<file path="config.mk">
export PLATFORM = sky130hd
export DESIGN_NAME = plic_top
export DESIGN_NICKNAME = d
export VERILOG_FILES = /design/src/rtl/plic_pkg.sv /design/src/rtl/plic_gateway.sv /design/src/rtl/plic_ctx_arb.sv /design/src/rtl/plic_top.sv
export SDC_FILE = /design/constraint.sdc
export NUM_CORES = 1
export LEC_CHECK = 0
export ABC_AREA = 1
export BUFFER_PORTS_ARGS = -buffer_cell sky130_fd_sc_hd__buf_4
export CORE_UTILIZATION = 50
export CTS_CLUSTER_DIAMETER = 60
export CTS_CLUSTER_SIZE = 25
export DETAILED_ROUTE_END_ITERATION = 8
export GPL_ROUTABILITY_DRIVEN = 0
export GPL_TIMING_DRIVEN = 0
export PLACE_DENSITY_LB_ADDON = 0.15
export REMOVE_ABC_BUFFERS = 1
export SYNTH_ARGS = -nofsm -noshare
export SYNTH_HDL_FRONTEND = slang
export SYNTH_HIERARCHICAL = 1
export SYNTH_SLANG_ARGS = --single-unit
</file>
<file path="constraint.sdc">
create_clock -name clk_i -period 31.2 [get_ports clk_i]
set_input_delay 3.12 -clock clk_i [delete_from_list [all_inputs] [get_ports clk_i]]
set_output_delay 3.12 -clock clk_i [all_outputs]
set_load 0.1 [all_outputs]
</file>
<file path="src/rtl/plic_pkg.sv">
package plic_pkg;
  localparam int ADDR_W   = 22;
  localparam int DATA_W   = 32;
  localparam int PRIO_W   = 3;
  localparam int MAX_SRC  = 31;
endpackage

</file>
<file path="src/rtl/plic_gateway.sv">
module plic_gateway #(
  parameter bit EDGE = 1'b0
) (
  input  logic clk_i,
  input  logic rst_ni,
  input  logic src_i,
  input  logic claim_i,
  input  logic complete_i,
  output logic pend_o
);
  logic pend_q, pend_d, busy_q, busy_d, trig;

  generate
    if (EDGE) begin : g_edge
      logic src_q;
      always_ff @(posedge clk_i or negedge rst_ni) begin
        if (!rst_ni) src_q <= 1'b0;
        else         src_q <= src_i;
      end
      assign trig = src_i & ~src_q;

      AST_EDGE_NEEDS_RISE: assert property (@(posedge clk_i) disable iff (!rst_ni)
        $rose(pend_q) |-> ($past(src_i, 1) && !$past(src_i, 2)));
    end else begin : g_level
      assign trig = src_i;
    end
  endgenerate

  always_comb begin
    pend_d = pend_q;
    busy_d = busy_q;
    if (claim_i) begin
      pend_d = 1'b0;
      busy_d = 1'b1;
    end else begin
      if (complete_i) busy_d = 1'b0;
      if (!busy_q && trig) pend_d = 1'b1;
    end
  end

  always_ff @(posedge clk_i or negedge rst_ni) begin
    if (!rst_ni) begin
      pend_q <= 1'b0;
      busy_q <= 1'b0;
    end else begin
      pend_q <= pend_d;
      busy_q <= busy_d;
    end
  end

  assign pend_o = pend_q;

  AST_BUSY_NOT_PENDING: assert property (@(posedge clk_i) disable iff (!rst_ni)
    busy_q |-> !pend_q);
  AST_CLAIM_CLEARS_PEND: assert property (@(posedge clk_i) disable iff (!rst_ni)
    claim_i |=> (!pend_q && busy_q));
endmodule

</file>
<file path="src/rtl/plic_ctx_arb.sv">
module plic_ctx_arb #(
  parameter int NSRC   = 31,
  parameter int PRIO_W = 3,
  parameter int ID_W   = 5
) (
  input  logic                         clk_i,
  input  logic                         rst_ni,
  input  logic [NSRC-1:0]              pend_i,
  input  logic [NSRC-1:0]              en_i,
  input  logic [NSRC-1:0][PRIO_W-1:0]  prio_i,
  input  logic [PRIO_W-1:0]            thr_i,
  output logic [ID_W-1:0]              best_id_o,
  output logic                         best_vld_o,
  output logic                         irq_o
);
  logic [PRIO_W-1:0] best_p;
  logic              irq_q;

  always_comb begin
    best_p     = '0;
    best_id_o  = '0;
    best_vld_o = 1'b0;
    for (int i = 0; i < NSRC; i++) begin
      if (pend_i[i] && en_i[i] && (prio_i[i] > thr_i) &&
          (!best_vld_o || (prio_i[i] > best_p))) begin
        best_vld_o = 1'b1;
        best_p     = prio_i[i];
        best_id_o  = ID_W'(i + 1);
      end
    end
  end

  always_ff @(posedge clk_i or negedge rst_ni) begin
    if (!rst_ni) irq_q <= 1'b0;
    else         irq_q <= best_vld_o;
  end

  assign irq_o = irq_q;

  AST_IRQ_NEEDS_PENDING: assert property (@(posedge clk_i) disable iff (!rst_ni)
    irq_q |-> $past(|(pend_i & en_i)));
endmodule

</file>
<file path="src/rtl/plic_top.sv">
module plic_top
  import plic_pkg::*;
#(
  parameter int            NSRC     = 31,
  parameter int            NCTX     = 2,
  parameter logic [NSRC-1:0] EDGE_SRC = 31'h7FFF_0000
) (
  input  logic              clk_i,
  input  logic              rst_ni,
  input  logic [NSRC-1:0]   irq_src_i,
  input  logic              bus_req_i,
  input  logic              bus_we_i,
  input  logic [ADDR_W-1:0] bus_addr_i,
  input  logic [DATA_W-1:0] bus_wdata_i,
  output logic [DATA_W-1:0] bus_rdata_o,
  output logic [NCTX-1:0]   ctx_irq_o
);
  localparam int ID_W = $clog2(NSRC + 1);

  logic [NSRC-1:0][PRIO_W-1:0] prio_q, prio_d;
  logic [NCTX-1:0][NSRC-1:0]   en_q, en_d, infl_q, infl_d;
  logic [NCTX-1:0][PRIO_W-1:0] thr_q, thr_d;
  logic [DATA_W-1:0]           rdata_q, rdata_d;
  logic                        rd_en;
  logic [NSRC-1:0]             claim_v, cmpl_v, pend;
  logic [NCTX-1:0][ID_W-1:0]   best_id;
  logic [NCTX-1:0]             best_vld;

  logic hit_prio, hit_en, hit_ctx, claim_reg;
  int   src_id, en_ctx, ctx_sel, wid;

  always_comb begin
    hit_prio  = (bus_addr_i[21:7] == '0) && (bus_addr_i[1:0] == 2'b00);
    src_id    = int'(bus_addr_i[6:2]);
    en_ctx    = int'(bus_addr_i[12:7]);
    hit_en    = (bus_addr_i[21:13] == 9'd1) && (bus_addr_i[6:0] == 7'd0) && (en_ctx < NCTX);
    ctx_sel   = int'(bus_addr_i[20:12]);
    hit_ctx   = bus_addr_i[21] && (bus_addr_i[11:3] == '0) && (bus_addr_i[1:0] == 2'b00) &&
                (ctx_sel < NCTX);
    claim_reg = bus_addr_i[2];
    wid       = int'(bus_wdata_i[ID_W-1:0]);
  end

  always_comb begin
    prio_d  = prio_q;
    en_d    = en_q;
    thr_d   = thr_q;
    infl_d  = infl_q;
    rdata_d = '0;
    rd_en   = bus_req_i && !bus_we_i;
    claim_v = '0;
    cmpl_v  = '0;
    if (bus_req_i && bus_we_i) begin
      if (hit_prio && src_id != 0 && src_id <= NSRC)
        prio_d[src_id-1] = bus_wdata_i[PRIO_W-1:0];
      for (int c = 0; c < NCTX; c++) begin
        if (hit_en && en_ctx == c) en_d[c] = bus_wdata_i[NSRC:1];
        if (hit_ctx && ctx_sel == c && !claim_reg) thr_d[c] = bus_wdata_i[PRIO_W-1:0];
        if (hit_ctx && ctx_sel == c && claim_reg && wid != 0 && wid <= NSRC &&
            bus_wdata_i[DATA_W-1:ID_W] == '0 && infl_q[c][wid-1]) begin
          cmpl_v[wid-1]    = 1'b1;
          infl_d[c][wid-1] = 1'b0;
        end
      end
    end else if (rd_en) begin
      if (hit_prio && src_id != 0 && src_id <= NSRC)
        rdata_d = DATA_W'(prio_q[src_id-1]);
      for (int c = 0; c < NCTX; c++) begin
        if (hit_en && en_ctx == c) rdata_d = DATA_W'({en_q[c], 1'b0});
        if (hit_ctx && ctx_sel == c && !claim_reg) rdata_d = DATA_W'(thr_q[c]);
        if (hit_ctx && ctx_sel == c && claim_reg) begin
          rdata_d = DATA_W'(best_id[c]);
          if (best_vld[c]) begin
            claim_v[int'(best_id[c]) - 1]     = 1'b1;
            infl_d[c][int'(best_id[c]) - 1]   = 1'b1;
          end
        end
      end
    end
  end

  always_ff @(posedge clk_i or negedge rst_ni) begin
    if (!rst_ni) begin
      prio_q  <= '0;
      en_q    <= '0;
      thr_q   <= '0;
      infl_q  <= '0;
      rdata_q <= '0;
    end else begin
      prio_q <= prio_d;
      en_q   <= en_d;
      thr_q  <= thr_d;
      infl_q <= infl_d;
      if (rd_en) rdata_q <= rdata_d;
    end
  end

  assign bus_rdata_o = rdata_q;

  for (genvar i = 0; i < NSRC; i++) begin : g_src
    logic [NCTX-1:0] owner;
    for (genvar c = 0; c < NCTX; c++) begin : g_own
      assign owner[c] = infl_q[c][i];
    end
    plic_gateway #(.EDGE(EDGE_SRC[i])) u_gw (
      .clk_i(clk_i), .rst_ni(rst_ni), .src_i(irq_src_i[i]),
      .claim_i(claim_v[i]), .complete_i(cmpl_v[i]), .pend_o(pend[i])
    );
    AST_SINGLE_OWNER: assert property (@(posedge clk_i) disable iff (!rst_ni)
      $onehot0(owner));
  end

  for (genvar c = 0; c < NCTX; c++) begin : g_ctx
    plic_ctx_arb #(.NSRC(NSRC), .PRIO_W(PRIO_W), .ID_W(ID_W)) u_arb (
      .clk_i(clk_i), .rst_ni(rst_ni), .pend_i(pend), .en_i(en_q[c]),
      .prio_i(prio_q), .thr_i(thr_q[c]), .best_id_o(best_id[c]),
      .best_vld_o(best_vld[c]), .irq_o(ctx_irq_o[c])
    );
  end

  AST_CLAIM_ONE_SOURCE: assert property (@(posedge clk_i) disable iff (!rst_ni)
    $countones(claim_v) <= 1);
endmodule

</file>
==> metrics.md <==
| Metric | Value |
|---|---|
| Worst Path Arrival | 34.59 ns |
| Failing checks | negative setup slack |
| Number of diodes | 0 |
| Post-synth ARST share | 1.00 |
| Vias per inst | between 5 and 6 |
| Final min period | 34.09 ns |
| Post-synth EDFFs | 0 |
| Met3 Use GR | 0.0630 |
| Max stage delay on crit path | about 0.43 ns |
| Critical path type | flop to flop |
| Relative slew margins | 0.110 |
| Clock Tree Buf Depth | 3 |
| Final ANT Viol Nets | 0 |
| Fill cell count | 4648 |
| Max cap viols | 0 |
| Mapped cell area | ~30000 µm² |
| CP max stage cell | dfrtp_2 |
| Vias | 32600 |
| I/O Buffers | 122 |
| Pwr Density | 25.4 nW/µm² |
| Setup_tns | -318.75 ns |
| Final Skew | 0.0186 ns |
| Post-Syn Instances | 4213 |
| CP max FO | 7 |
| Initial antenna violation count | 3 |
| Total gr overflow | 0 |
| H-Tree Depth | 2 |
| Final Max Tran Viols | 0 |
| Avg Cell Area, Syn | ~7 µm² |
| Die area | 60200 µm² |
| Worst hold path class | flop to flop |
| CTS sink count | 334 |
| Die Ht | 245 µm |
| Place WS | -7.98 ns |
| Tightest Pin Transition | 1.33 ns |
| Tcrit/Tclk final | 1.09 |
| DR WL/cell | 19.8 µm |
| Gr busiest metal | met2 |
| CTS buffer count | 38 |
| Met1 Use GR | 0.430 |
| Area occupied by multi-input gates | 22100 µm² |
| Area fraction of the dominant cell type after synthesis | 0.282 |
| Largest cells by area after synthesis | dfrtp_1 28%, nand2_1 14%, ha_1 14% |
| Unrepaired setup endpoints after global routing | true |
| Yosys reg bits | 334 |
| DR pass1 iterations | 7 |
| Family with the most delay on the worst path | simple AND/OR/NAND/NOR gates |
| Fmax | 29.3 MHz |
| DRC | 0 |
| Final #Nets | between 5000 and 6000 |
| Post-DP HPWL | 69500 µm |
| Gr usage total | 0.343 |
| CP startpoint kind | flop |
| IO Pins | between 100 and 150 |
| Hold slack | 0.473 ns |
| Final hold vios | 0 |
| Placed Instances | about 5000 |
| Flop2flop setup slack | -2.89 ns |
| Register Area | roughly 8400 µm² |
| CTS tree | done |
| Crit path buf inv count | 73 |
| Row Count | 88 |
| Clock Pin Slew Worst Setup and Hold Paths | 0.07 ns |
| Largest net degree at the start of global routing | 119 |
| Setup violations, final | between 100 and 150 |
| CP required | 31.70 ns |
| Synthesis Warnings | 6 |
| Die Width | between 200 and 250 µm |
| Clock latency on the worst-skew pair | just under 0.6 ns |
| Final WS setup | -2.89 ns |
| Hold_buf cts | 0 |
| Global-route wire length before repair | 164000 µm |
| Layout cell share with drive strength beyond 1 | 0.330 |
| Starting Density | 0.509 |
| Register area share after synthesis | 0.282 |
| Vias in the first global route | 30563 |
| Cell taking the most area after synthesis | dfrtp_1 |
| Non-Filler Instances | about 5500 |
| Routed wire length | 110000 µm |
| Core ar. | 58100 µm² |
| Leak | 19.3 nW |
| Post-synth cell types | 52 |
| Primary FF master, synth | dfrtp_1 |
| Global routing met2 resource utilization | 0.561 |
| Clock root cell | clkbuf_16 |
| Synth-to-layout area growth | 33.6% |
| VDD IR max | 0.0441 mV |
| Iteration-0 DRC count of the detailed router | 3079 |
| Outcome | finished, violations left |
| Total Power | 1.01 mW |
| Setup crit end kind | flop |
==> routing by layer <==
metal	routed length [µm]	vias up
met5	22	-
met4	6760	4
met3	8930	490
met2	50300	1508
met1	43700	15332
li1	-	15266
==> layout make-up <==
cell class	count	share of cell area
Clock buffer	41	0.0251
Tap cell	765	0.0242
Sequential cell	334	0.212
Timing Repair Buffer	607	0.124
Clock inverter	29	0.00937
Multi-Input combinational cell	3325	0.560
Timing Repair inverter	4	0.000886
Inverter	443	0.0445
==> repair_timing <==
item / CTS / global route
pin swaps: 396 / 360
resized for setup: 693 / 243
endpoints found under the hold margin: 0 / 0
cloned: 4 / 0
setup endpoints to repair: 129 / 129
buffers inserted: 372 / 103
==> worst min-delay path, delay by kind of cell, from the launching register on <==
family	cells	cell delay [ns]
AND/OR/NAND/NOR	2	0.10
flip-flops	1	0.34
==> cells by family after synthesis <==
kind of cell / share of synthesized area
AOI/OAI and AO/OA: 0.150
xor gates and xnor gates: 0.00114
adders and majority gates: 0.140
buffers and inverters: 0.0726
DFF: 0.282
and+or+nand+nor: 0.353
==> synth_stat cells, types with 4 or more instances <==
cell type / instances
o21ai_0: 301
a21oi_2: 31
inv_1: 392
nor2_2: 10
nand4_1: 106
a21o_2: 4
nand3_1: 313
a21oi_1: 114
o21ai_1: 98
and2_1: 11
nor2_4: 4
a22oi_1: 33
o21bai_1: 34
or2_2: 17
inv_2: 48
a211oi_1: 29
buf_4: 6
nand2_4: 51
clkbuf_1: 75
a32oi_1: 4
dfrtp_1: 334
a311oi_1: 22
nand3b_1: 10
a22o_1: 10
nor2_1: 351
a31oi_1: 21
nand2_1: 1133
nand3_2: 70
ha_1: 332
nor3_2: 9
a21o_1: 31
nor3_1: 24
buf_2: 25
nand2_2: 120
==> power by group <==
part / internal [mW] / switching, mW / total, mW
Combinational: 0.0210 / 0.0591 / 0.0802
Sequential: 0.434 / 0.000498 / 0.435
Clock: 0.274 / 0.217 / 0.491
Total: 0.729 / 0.277 / 1.01
==> worst paths after layout <==
check,endpoint,start,depth (start not counted)
setup / recovery,g_src[5].u_gw/busy_q$_DFFE_PN0P_,prio_q[2]$_DFFE_PN0P_,296
hold / removal,g_src[13].owner[0]$_DFFE_PN0P_,g_src[13].owner[0]$_DFFE_PN0P_,2
setup reg to reg,g_src[5].u_gw/busy_q$_DFFE_PN0P_,prio_q[2]$_DFFE_PN0P_,296
hold reg to reg,g_src[13].owner[0]$_DFFE_PN0P_,g_src[13].owner[0]$_DFFE_PN0P_,2
max in group asynchronous,g_src[14].u_gw/pend_o$_DFFE_PN0P_,rst_ni,3
min in group asynchronous,bus_rdata_o[18]$_DFFE_PN0P_,rst_ni,1
==> flip-flops by register name (all words and copies together) (netlist names) <==
register and cells:
g_src.owner 62, g_ctx.u_arb/irq_o 2, g_src.u_gw/busy_q 31, prio_q 93, g_src.u_gw/g_edge.src_q 15, g_src.u_gw/pend_o 31
thr_q 6, bus_rdata_o 32, en_q 62
==> cells in the final DEF, fill, tap and decap left out, types with 34 or more instances in the layout <==
| master | n |
|---|---|
| nand2_1 | 1013 |
| buf_4 | 557 |
| inv_1 | 335 |
| dfrtp_1 | 326 |
| nand3_1 | 284 |
| ha_1 | 279 |
| nor2_1 | 247 |
| o21ai_1 | 181 |
| nand2_2 | 173 |
| o21ai_0 | 121 |
| nand2_4 | 112 |
| nand4_1 | 106 |
| a21oi_1 | 97 |
| inv_2 | 90 |
| nand3_2 | 82 |
| o21ai_2 | 75 |
| nor2_4 | 66 |
| nor2_2 | 52 |
| ha_4 | 52 |
| a21oi_2 | 45 |
| clkbuf_16 | 39 |
| buf_6 | 34 |
==> through the flow <==
step	cell area (µm²)	utilization
2_1_floorplan	29100	-
3_3_place_gp	31000	0.533
3_5_place_dp	31300	0.539
4_1_cts	37700	0.648
5_1_grt	39500	0.680
6_report	39500	0.680
Note: power is estimated with default switching activity, not from simulation.
